===== config.mk =====
export PLATFORM = sky130hd
export DESIGN_NAME = md5_blk_engine
export DESIGN_NICKNAME = d
export VERILOG_FILES = /design/src/rtl/md5_pkg.sv /design/src/rtl/md5_kbank.sv /design/src/rtl/md5_round_mask.sv /design/src/rtl/md5_step_chain.sv /design/src/rtl/md5_blk_engine.sv
export SDC_FILE = /design/constraint.sdc
export NUM_CORES = 2
export LEC_CHECK = 0
export ABC_AREA = 1
export BUFFER_PORTS_ARGS = -buffer_cell sky130_fd_sc_hd__buf_2
export CORE_UTILIZATION = 35
export CTS_CLUSTER_SIZE = 14
export DETAILED_ROUTE_END_ITERATION = 16
export SLEW_MARGIN = 10
export SYNTH_ARGS = -nofsm -noshare
export SYNTH_HDL_FRONTEND = slang
export SYNTH_SLANG_ARGS = --single-unit

===== constraint.sdc =====
create_clock -name clk -period 38.1 [get_ports clk]
set_input_delay 1.905 -clock clk [delete_from_list [all_inputs] [get_ports clk]]
set_output_delay 1.905 -clock clk [all_outputs]
set_load 0.05 [all_outputs]

===== src/rtl/md5_pkg.sv =====
package md5_pkg;

  localparam int WORD_W       = 32;
  localparam int BLK_WORDS    = 16;
  localparam int BLK_W        = WORD_W * BLK_WORDS;
  localparam int STATE_W      = 4 * WORD_W;
  localparam int TOTAL_STEPS  = 64;
  localparam int STEPS_PER_PC = 4;
  localparam int NUM_PC       = TOTAL_STEPS / STEPS_PER_PC;
  localparam int NUM_FN       = 4;

  typedef logic [WORD_W-1:0]  word_t;
  typedef logic [STATE_W-1:0] state_t;

  localparam word_t IV_A = 32'h67452301;
  localparam word_t IV_B = 32'hEFCDAB89;
  localparam word_t IV_C = 32'h98BADCFE;
  localparam word_t IV_D = 32'h10325476;
  localparam state_t IV_STATE = {IV_D, IV_C, IV_B, IV_A};

  function automatic word_t rotl(input word_t x, input logic [4:0] s);
    logic [2*WORD_W-1:0] dbl;
    dbl = {x, x} << s;
    return dbl[2*WORD_W-1:WORD_W];
  endfunction

  function automatic word_t fn_f(input word_t b, input word_t c, input word_t d);
    return (b & c) | (~b & d);
  endfunction

  function automatic word_t fn_g(input word_t b, input word_t c, input word_t d);
    return (b & d) | (c & ~d);
  endfunction

  function automatic word_t fn_h(input word_t b, input word_t c, input word_t d);
    return b ^ c ^ d;
  endfunction

  function automatic word_t fn_i(input word_t b, input word_t c, input word_t d);
    return c ^ (b | ~d);
  endfunction

  function automatic logic [4:0] shift_amt(input logic [1:0] rnd, input logic [1:0] k);
    logic [4:0] s;
    case ({rnd, k})
      4'h0: s = 5'd7;   4'h1: s = 5'd12;  4'h2: s = 5'd17;  4'h3: s = 5'd22;
      4'h4: s = 5'd5;   4'h5: s = 5'd9;   4'h6: s = 5'd14;  4'h7: s = 5'd20;
      4'h8: s = 5'd4;   4'h9: s = 5'd11;  4'hA: s = 5'd16;  4'hB: s = 5'd23;
      default: begin
        case (k)
          2'd0: s = 5'd6;
          2'd1: s = 5'd10;
          2'd2: s = 5'd15;
          default: s = 5'd21;
        endcase
      end
    endcase
    return s;
  endfunction

  function automatic logic [3:0] msg_index(input logic [5:0] j);
    logic [3:0] i;
    logic [3:0] r;
    i = j[3:0];
    case (j[5:4])
      2'd0: r = i;
      2'd1: r = (i * 4'd5) + 4'd1;
      2'd2: r = (i * 4'd3) + 4'd5;
      default: r = i * 4'd7;
    endcase
    return r;
  endfunction

  function automatic word_t round_const(input logic [5:0] j);
    word_t t;
    case (j)
      6'd0:  t = 32'hd76aa478; 6'd1:  t = 32'he8c7b756; 6'd2:  t = 32'h242070db; 6'd3:  t = 32'hc1bdceee;
      6'd4:  t = 32'hf57c0faf; 6'd5:  t = 32'h4787c62a; 6'd6:  t = 32'ha8304613; 6'd7:  t = 32'hfd469501;
      6'd8:  t = 32'h698098d8; 6'd9:  t = 32'h8b44f7af; 6'd10: t = 32'hffff5bb1; 6'd11: t = 32'h895cd7be;
      6'd12: t = 32'h6b901122; 6'd13: t = 32'hfd987193; 6'd14: t = 32'ha679438e; 6'd15: t = 32'h49b40821;
      6'd16: t = 32'hf61e2562; 6'd17: t = 32'hc040b340; 6'd18: t = 32'h265e5a51; 6'd19: t = 32'he9b6c7aa;
      6'd20: t = 32'hd62f105d; 6'd21: t = 32'h02441453; 6'd22: t = 32'hd8a1e681; 6'd23: t = 32'he7d3fbc8;
      6'd24: t = 32'h21e1cde6; 6'd25: t = 32'hc33707d6; 6'd26: t = 32'hf4d50d87; 6'd27: t = 32'h455a14ed;
      6'd28: t = 32'ha9e3e905; 6'd29: t = 32'hfcefa3f8; 6'd30: t = 32'h676f02d9; 6'd31: t = 32'h8d2a4c8a;
      6'd32: t = 32'hfffa3942; 6'd33: t = 32'h8771f681; 6'd34: t = 32'h6d9d6122; 6'd35: t = 32'hfde5380c;
      6'd36: t = 32'ha4beea44; 6'd37: t = 32'h4bdecfa9; 6'd38: t = 32'hf6bb4b60; 6'd39: t = 32'hbebfbc70;
      6'd40: t = 32'h289b7ec6; 6'd41: t = 32'heaa127fa; 6'd42: t = 32'hd4ef3085; 6'd43: t = 32'h04881d05;
      6'd44: t = 32'hd9d4d039; 6'd45: t = 32'he6db99e5; 6'd46: t = 32'h1fa27cf8; 6'd47: t = 32'hc4ac5665;
      6'd48: t = 32'hf4292244; 6'd49: t = 32'h432aff97; 6'd50: t = 32'hab9423a7; 6'd51: t = 32'hfc93a039;
      6'd52: t = 32'h655b59c3; 6'd53: t = 32'h8f0ccc92; 6'd54: t = 32'hffeff47d; 6'd55: t = 32'h85845dd1;
      6'd56: t = 32'h6fa87e4f; 6'd57: t = 32'hfe2ce6e0; 6'd58: t = 32'ha3014314; 6'd59: t = 32'h4e0811a1;
      6'd60: t = 32'hf7537e82; 6'd61: t = 32'hbd3af235; 6'd62: t = 32'h2ad7d2bb; default: t = 32'heb86d391;
    endcase
    return t;
  endfunction

  // One MD5 step on a packed {d, c, b, a} state with an already selected round function value.
  function automatic state_t md5_step(input state_t st, input word_t fsel, input word_t kc,
                                      input word_t m, input logic [4:0] sh);
    word_t a, b, c, d, sum;
    {d, c, b, a} = st;
    sum = a + fsel + kc + m;
    return {c, b, b + rotl(sum, sh), d};
  endfunction

  function automatic state_t state_add(input state_t x, input state_t y);
    state_t r;
    for (int w = 0; w < 4; w++) begin
      r[w*WORD_W +: WORD_W] = x[w*WORD_W +: WORD_W] + y[w*WORD_W +: WORD_W];
    end
    return r;
  endfunction

endpackage


===== src/rtl/md5_kbank.sv =====
module md5_kbank
  import md5_pkg::*;
#(
  parameter bit HIGH  = 1'b0,
  parameter int DEPTH = 2 * NUM_PC,
  localparam int AW   = $clog2(DEPTH)
) (
  input  logic          clk,
  input  logic          rst_n,
  input  logic          rd_en,
  input  logic [AW-1:0] addr_even,
  input  logic [AW-1:0] addr_odd,
  output word_t         q_even,
  output word_t         q_odd
);

  word_t rom [DEPTH];

  // Entry a holds the constant of step 4*(a/2) + 2*HIGH + (a%2).
  for (genvar a = 0; a < DEPTH; a++) begin : g_fill
    localparam logic [5:0] STEP = 6'((a / 2) * 4 + (HIGH ? 2 : 0) + (a % 2));
    assign rom[a] = round_const(STEP);
  end

  always_ff @(posedge clk) begin
    if (rd_en) q_even <= rom[addr_even];
  end

  always_ff @(posedge clk) begin
    if (rd_en) q_odd <= rom[addr_odd];
  end

  // each port only ever serves its own address parity
  p_port_parity_r10: assert property (@(posedge clk) disable iff (!rst_n)
    rd_en |-> (!addr_even[0] && addr_odd[0]));

endmodule


===== src/rtl/md5_round_mask.sv =====
module md5_round_mask
  import md5_pkg::*;
(
  input  logic                     clk,
  input  logic                     rst_n,
  input  logic                     load,
  input  logic [1:0]               rnd,
  output logic [NUM_FN-1:0][WORD_W-1:0] masks
);

  logic [NUM_FN-1:0] mask_full;
  logic [NUM_FN-1:0] mask_any;

  for (genvar f = 0; f < NUM_FN; f++) begin : g_mask
    always_ff @(posedge clk or negedge rst_n) begin
      if (!rst_n)    masks[f] <= '0;
      else if (load) masks[f] <= (rnd == 2'(f)) ? '1 : '0;
    end
    assign mask_full[f] = &masks[f];
    assign mask_any[f]  = |masks[f];
  end

  // after a load exactly one mask is all ones and the others are clear
  p_one_mask_r9: assert property (@(posedge clk) disable iff (!rst_n)
    load |=> ($countones(mask_full) == 1 && $countones(mask_any) == 1));

  // masks move only on a load
  p_mask_hold_r9: assert property (@(posedge clk) disable iff (!rst_n)
    !load |=> $stable(masks));

endmodule


===== src/rtl/md5_step_chain.sv =====
module md5_step_chain
  import md5_pkg::*;
(
  input  state_t                         work,
  input  logic [NUM_FN-1:0][WORD_W-1:0]  masks,
  input  logic [STEPS_PER_PC-1:0][WORD_W-1:0] kvec,
  input  logic [BLK_W-1:0]               msg,
  input  logic [3:0]                     pc,
  output state_t                         nxt
);

  always_comb begin
    state_t     st;
    word_t      b, c, d, fsel, mw;
    logic [5:0] j;
    st = work;
    for (int k = 0; k < STEPS_PER_PC; k++) begin
      b    = st[1*WORD_W +: WORD_W];
      c    = st[2*WORD_W +: WORD_W];
      d    = st[3*WORD_W +: WORD_W];
      j    = {pc, 2'(k)};
      fsel = (fn_f(b, c, d) & masks[0]) | (fn_g(b, c, d) & masks[1])
           | (fn_h(b, c, d) & masks[2]) | (fn_i(b, c, d) & masks[3]);
      mw   = msg[WORD_W * msg_index(j) +: WORD_W];
      st   = md5_step(st, fsel, kvec[k], mw, shift_amt(pc[3:2], 2'(k)));
    end
    nxt = st;
  end

endmodule


===== src/rtl/md5_blk_engine.sv =====
module md5_blk_engine
  import md5_pkg::*;
#(
  parameter int CLKS_PER_PC = 4,
  localparam int PH_W       = (CLKS_PER_PC > 2) ? $clog2(CLKS_PER_PC) : 1,
  localparam int PC_W       = $clog2(NUM_PC) + 1,
  localparam int KDEPTH     = 2 * NUM_PC,
  localparam int KAW        = $clog2(KDEPTH)
) (
  input  logic               clk,
  input  logic               rst_n,
  input  logic               init,
  input  logic               start,
  input  logic [BLK_W-1:0]   msg,
  output logic               busy,
  output logic               done,
  output logic [STATE_W-1:0] state_out
);

  logic              active;
  logic [PC_W-1:0]   pc;
  logic [PH_W-1:0]   ph;
  state_t            chain;
  state_t            work;
  state_t            nxt;
  logic [BLK_W-1:0]  msg_q;
  logic              done_q;

  // Named events
  logic   accept_start, accept_init;
  logic   ph_first, ph_last, in_compress;
  logic   fetch_en, work_upd, finish;
  state_t base;

  assign accept_start = start && !active;
  assign accept_init  = init && !active;
  assign ph_first     = active && (ph == '0);
  assign ph_last      = active && (ph == PH_W'(CLKS_PER_PC - 1));
  assign in_compress  = (pc < PC_W'(NUM_PC));
  assign fetch_en     = ph_first && in_compress;
  assign work_upd     = ph_last && in_compress;
  assign finish       = ph_last && !in_compress;
  assign base         = accept_init ? IV_STATE : chain;

  // Constant fetch: low bank gives T0/T1, high bank T2/T3
  logic [KAW-1:0] k_addr_even, k_addr_odd;
  logic [STEPS_PER_PC-1:0][WORD_W-1:0] kvec;
  assign k_addr_even = {pc[PC_W-2:0], 1'b0};
  assign k_addr_odd  = {pc[PC_W-2:0], 1'b1};

  for (genvar bk = 0; bk < 2; bk++) begin : g_bank
    md5_kbank #(.HIGH(bk[0]), .DEPTH(KDEPTH)) u_bank (
      .clk       (clk),
      .rst_n     (rst_n),
      .rd_en     (fetch_en),
      .addr_even (k_addr_even),
      .addr_odd  (k_addr_odd),
      .q_even    (kvec[2*bk]),
      .q_odd     (kvec[2*bk+1])
    );
  end

  logic [NUM_FN-1:0][WORD_W-1:0] masks;
  md5_round_mask u_mask (
    .clk   (clk),
    .rst_n (rst_n),
    .load  (fetch_en),
    .rnd   (pc[3:2]),
    .masks (masks)
  );

  md5_step_chain u_chain (
    .work  (work),
    .masks (masks),
    .kvec  (kvec),
    .msg   (msg_q),
    .pc    (pc[3:0]),
    .nxt   (nxt)
  );

  always_ff @(posedge clk or negedge rst_n) begin
    if (!rst_n) begin
      active <= 1'b0;
      pc     <= '0;
      ph     <= '0;
      chain  <= IV_STATE;
      work   <= '0;
      msg_q  <= '0;
      done_q <= 1'b0;
    end else begin
      done_q <= finish;
      if (accept_start) begin
        active <= 1'b1;
        pc     <= '0;
        ph     <= '0;
        msg_q  <= msg;
        work   <= base;
        chain  <= base;
      end else if (accept_init) begin
        chain <= IV_STATE;
      end else if (active) begin
        ph <= ph_last ? '0 : ph + 1'b1;
        if (ph_last)  pc   <= pc + 1'b1;
        if (work_upd) work <= nxt;
        if (finish) begin
          chain  <= state_add(chain, work);
          active <= 1'b0;
        end
      end
    end
  end

  assign busy      = active;
  assign done      = done_q;
  assign state_out = chain;

  // done lasts one cycle
  p_done_pulse_r4: assert property (@(posedge clk) disable iff (!rst_n)
    done |=> !done);

  // busy falls exactly when done rises, never together
  p_busy_ends_r4: assert property (@(posedge clk) disable iff (!rst_n)
    $fell(busy) |-> done);
  p_done_idle_r4: assert property (@(posedge clk) disable iff (!rst_n)
    done |-> !busy);

  // visible chaining state frozen while a block runs
  p_state_hold_r8: assert property (@(posedge clk) disable iff (!rst_n)
    busy |=> (done || $stable(state_out)));

  // working words move only at a process-cycle boundary
  p_work_hold_r10: assert property (@(posedge clk) disable iff (!rst_n)
    (active && !ph_last) |=> $stable(work));

  // process-cycle counter never passes the finishing cycle
  p_pc_range_r4: assert property (@(posedge clk) disable iff (!rst_n)
    active |-> (pc <= PC_W'(NUM_PC)));

endmodule


==> summary.md <==
| Metric | Value |
|---|---|
| Hold crit path type | flip-flop to flip-flop |
| Area after detailed placement | 87800 sq um |
| # fillers | 24600 |
| DRT Pass-1 Iters | 7 |
| Routed via count divided by cell count | 5.74 |
| Worst Max-Slew Pin Slew | 1.42 ns |
| Worst setup SP type | flip-flop |
| Largest net degree at the start of global routing | 175 |
| Detail Route Antenna Nets | 0 |
| First-pass GRT wire length | 613000 um |
| Reg-to-reg setup timing slack | 3.46 ns |
| Max-cap check violation count | 0 |
| Placed wire-length estimate | 363000 um |
| Die H | 485 um |
| Via count of the first global-routing pass | 78600 |
| Number of buffers created by CTS | 107 |
| Share of flip-flops with an asynchronous set or reset after synthesis | 85.9% |
| Number of enable flip-flop cells after synthesis | 128 |
| Die area | 235000 sq um |
| Total number of nets in the final design | 13400 |
| Hold buffers post-CTS | 0 |
| Count of input and output buffers | 645 |
| Rel. slew slack | 4.67% |
| Max Fanout on Critical Path | 98 |
| Worst path slowest cell | buf_4 |
| Period utilization | 90.9% |
| Number of slew-limit violations in the final report | 0 |
| Storage cell area | 23500 sq um |
| Result of the run | finished clean |
| Proportion of layout cells with a drive suffix above 1 | 10.0% |
| Worst skew pair latency | 0.85 ns |
| Initial Util | 35.3% |
| Root Buffer | clkbuf_16 |
| Slowest stage delay, CP | 0.79 ns |
| Post-Route Setup TNS | 0 ns |
| Floorplan Core Area | 231000 sq um |
| Initial antenna violation count | 23 |
| Worst hold slack | 0.493 ns |
| CTS H-tree depth | 3 |
| Setup repair after global routing missed its margin | false |
| Via count | 88500 |
| Worst Hold Path Cells | 2 |
| Final worst clock skew | 0.0635 ns |
| CP Data Arrival Time | 35.34 ns |
| DRC violation total after the first TritonRoute iteration | 12300 |
| Post-Synthesis Cell Area | 81500 sq um |
| Number of cell rows | 176 |
| All-layer global routing usage | 37.0% |
| Routed length per instance | 29.0 um |
| TritonCTS clock tree | built |
| Syn Inst Count | 12000 |
| Post-detailed-route DRC marker count | 0 |
| Number of buffers on the longest clock path | 3 |
| CTS resizes | 0 |
| Die width | 485 um |
| Io pins | 646 |
| Start-to-end type of the worst setup path | flip-flop to flip-flop |
| Worst path most repeated cell | nand2_1 |
| Layout area overhead | 12.5% |
| Total area of multi-input combinational cells | 50100 sq um |
| Setup-failing EPs final | 0 |
| Cells on worst reg2reg path | 172 |
| Synth Register Bits | 909 |
| Final weighted congestion in routability-driven placement | 1.05 |
| Seq/Total Area, Yosys | 28.8% |
| Total wirelength of the detailed-routed design | 447000 um |
| FMAX | 28.9 MHz |
| Time the worst path needs with I/O delays and setup | 34.64 ns |
| Worst path required time | 38.81 ns |
| Final core utilization | 39.8% |
| Number of warnings reported in the yosys synthesis log | 0 |
| Setup bufs post-CTS | 0 |
| CTS Sinks | 909 |
| Endpoint class of the critical path | flip-flop |
| Clock transition time at the flip-flop clock pins of the worst setup and hold paths | 0.06 ns |
| Synth cell types | 71 |
| Final-report hold violation count | 0 |
| Area of all placed cells without fillers | 91800 sq um |
| Post-synthesis net count | 13100 |
| Gr ovfl total | 0 |
| Post-Synthesis Mean Instance Area | 6.82 sq um |
| Dominant synthesized flop cell | dfrtp_1 |
==> final timing paths <==
path / from / to
min reg2reg: msg_q[322] / msg_q[322]
min in group asynchronous: rst_n / state_out[89]
max in group asynchronous: rst_n / msg_q[312]
max: pc[3] / work[63]
max reg2reg: pc[3] / work[63]
min: msg_q[322] / msg_q[322]
==> cells by family (layout without fill, tap and decap cells) <==
group / after synthesis / after routing / share of synthesized area [%]
AO/OA/AOI/OAI: 3396 / 3396 / 23.6
AND/OR/NAND/NOR: 4543 / 4543 / 22.1
flip-flops: 909 / 909 / 28.8
multiplexers: 52 / 52 / 0.638
adder cells (fa/ha/maj): 651 / 651 / 12.3
XOR/XNOR: 236 / 236 / 2.53
other: 0 / 10 / 0
buffers and inverters: 2168 / 2581 / 10.0
==> area by class of cell <==
cell class | instances | share of cell area [%]
inverters | 1561 | 6.41
diodes | 10 | 0.0273
repair buffers | 817 | 5.00
clock buffers | 148 | 3.33
well taps | 3026 | 4.13
multi-input cells | 8878 | 54.6
flip-flops and latches | 909 | 25.6
clock inverters | 55 | 0.903
==> Yosys cell counts (all sizes together), types with 46 or more instances <==
| library cell | n | area, sq um |
|---|---|---|
| ha | 395 | 4940 |
| edfxtp | 128 | 3840 |
| nand2 | 3105 | 11700 |
| o31ai | 47 | 353 |
| clkbuf | 526 | 1970 |
| dfrtp | 717 | 17900 |
| nand3 | 335 | 1780 |
| buf | 81 | 332 |
| a22oi | 50 | 375 |
| a31oi | 159 | 995 |
| xor2 | 154 | 1350 |
| o211ai | 305 | 2300 |
| fa | 256 | 5120 |
| o22ai | 46 | 288 |
| mux2i | 52 | 521 |
| o21ai | 1878 | 9420 |
| or2 | 66 | 413 |
| dfstp | 64 | 1680 |
| a21oi | 666 | 3360 |
| xnor2 | 82 | 718 |
| o2111ai | 70 | 613 |
| nor2 | 957 | 3600 |
| inv | 1552 | 5830 |
==> cells in the final DEF, fill, tap and decap left out, types with 20 or more instances in the layout <==
| cell | count |
|---|---|
| a21oi_1 | 658 |
| a22oi_1 | 49 |
| a31oi_1 | 158 |
| buf_2 | 644 |
| buf_4 | 167 |
| clkbuf_1 | 21 |
| clkbuf_16 | 109 |
| dfrtp_1 | 713 |
| dfstp_2 | 64 |
| edfxtp_1 | 128 |
| fa_1 | 256 |
| ha_1 | 394 |
| inv_1 | 1530 |
| inv_2 | 20 |
| mux2i_1 | 50 |
| nand2_1 | 3082 |
| nand3_1 | 314 |
| nand3_2 | 21 |
| nand4_1 | 25 |
| nor2_1 | 948 |
| nor3_1 | 20 |
| o2111a_1 | 26 |
| o2111ai_1 | 69 |
| o211ai_1 | 303 |
| o21ai_0 | 1844 |
| o21ai_1 | 25 |
| o21bai_1 | 26 |
| o22ai_1 | 45 |
| o31ai_1 | 47 |
| o32ai_1 | 20 |
| or2_2 | 62 |
| xnor2_1 | 82 |
| xor2_1 | 154 |
==> stage by stage <==
stage,instances,setup WS [ns]
finish,15400,3.46
global route,15400,0.771
CTS,15400,4.50
detailed placement,15200,4.64
global placement,15200,4.82
floorplan,12000,11.78
==> registers in the layout, indices dropped and copies added, names as in the netlist <==
register              flops
g_bank.u_bank.q_even     64
state_out               128
ph                        2
u_mask.masks              4
g_bank.u_bank.q_odd      64
msg_q                   512
busy                      1
work                    128
pc                        5
done                      1
==> layer usage <==
layer,GRT usage [%],vias to the layer above,part of all wire (%)
li1,-,40100,-
met1,50.0,42100,41
met2,51.7,5394,40
met3,8.83,855,11
met4,25.2,26,8.0
met5,0,-,0.041
==> worst max-delay path, delay by kind of cell (launching register included) <==
family | cells | cell delay (ns)
AO/OA/AOI/OAI | 68 | 13.89
XOR/XNOR | 7 | 2.56
adder cells (fa/ha/maj) | 16 | 6.71
buffers and inverters | 26 | 4.22
flip-flops | 1 | 0.74
AND/OR/NAND/NOR | 55 | 6.18
Power is left out: the tool's default activity adds up to more than one toggle a clock period on the data nets, which glitch-free logic cannot reach.
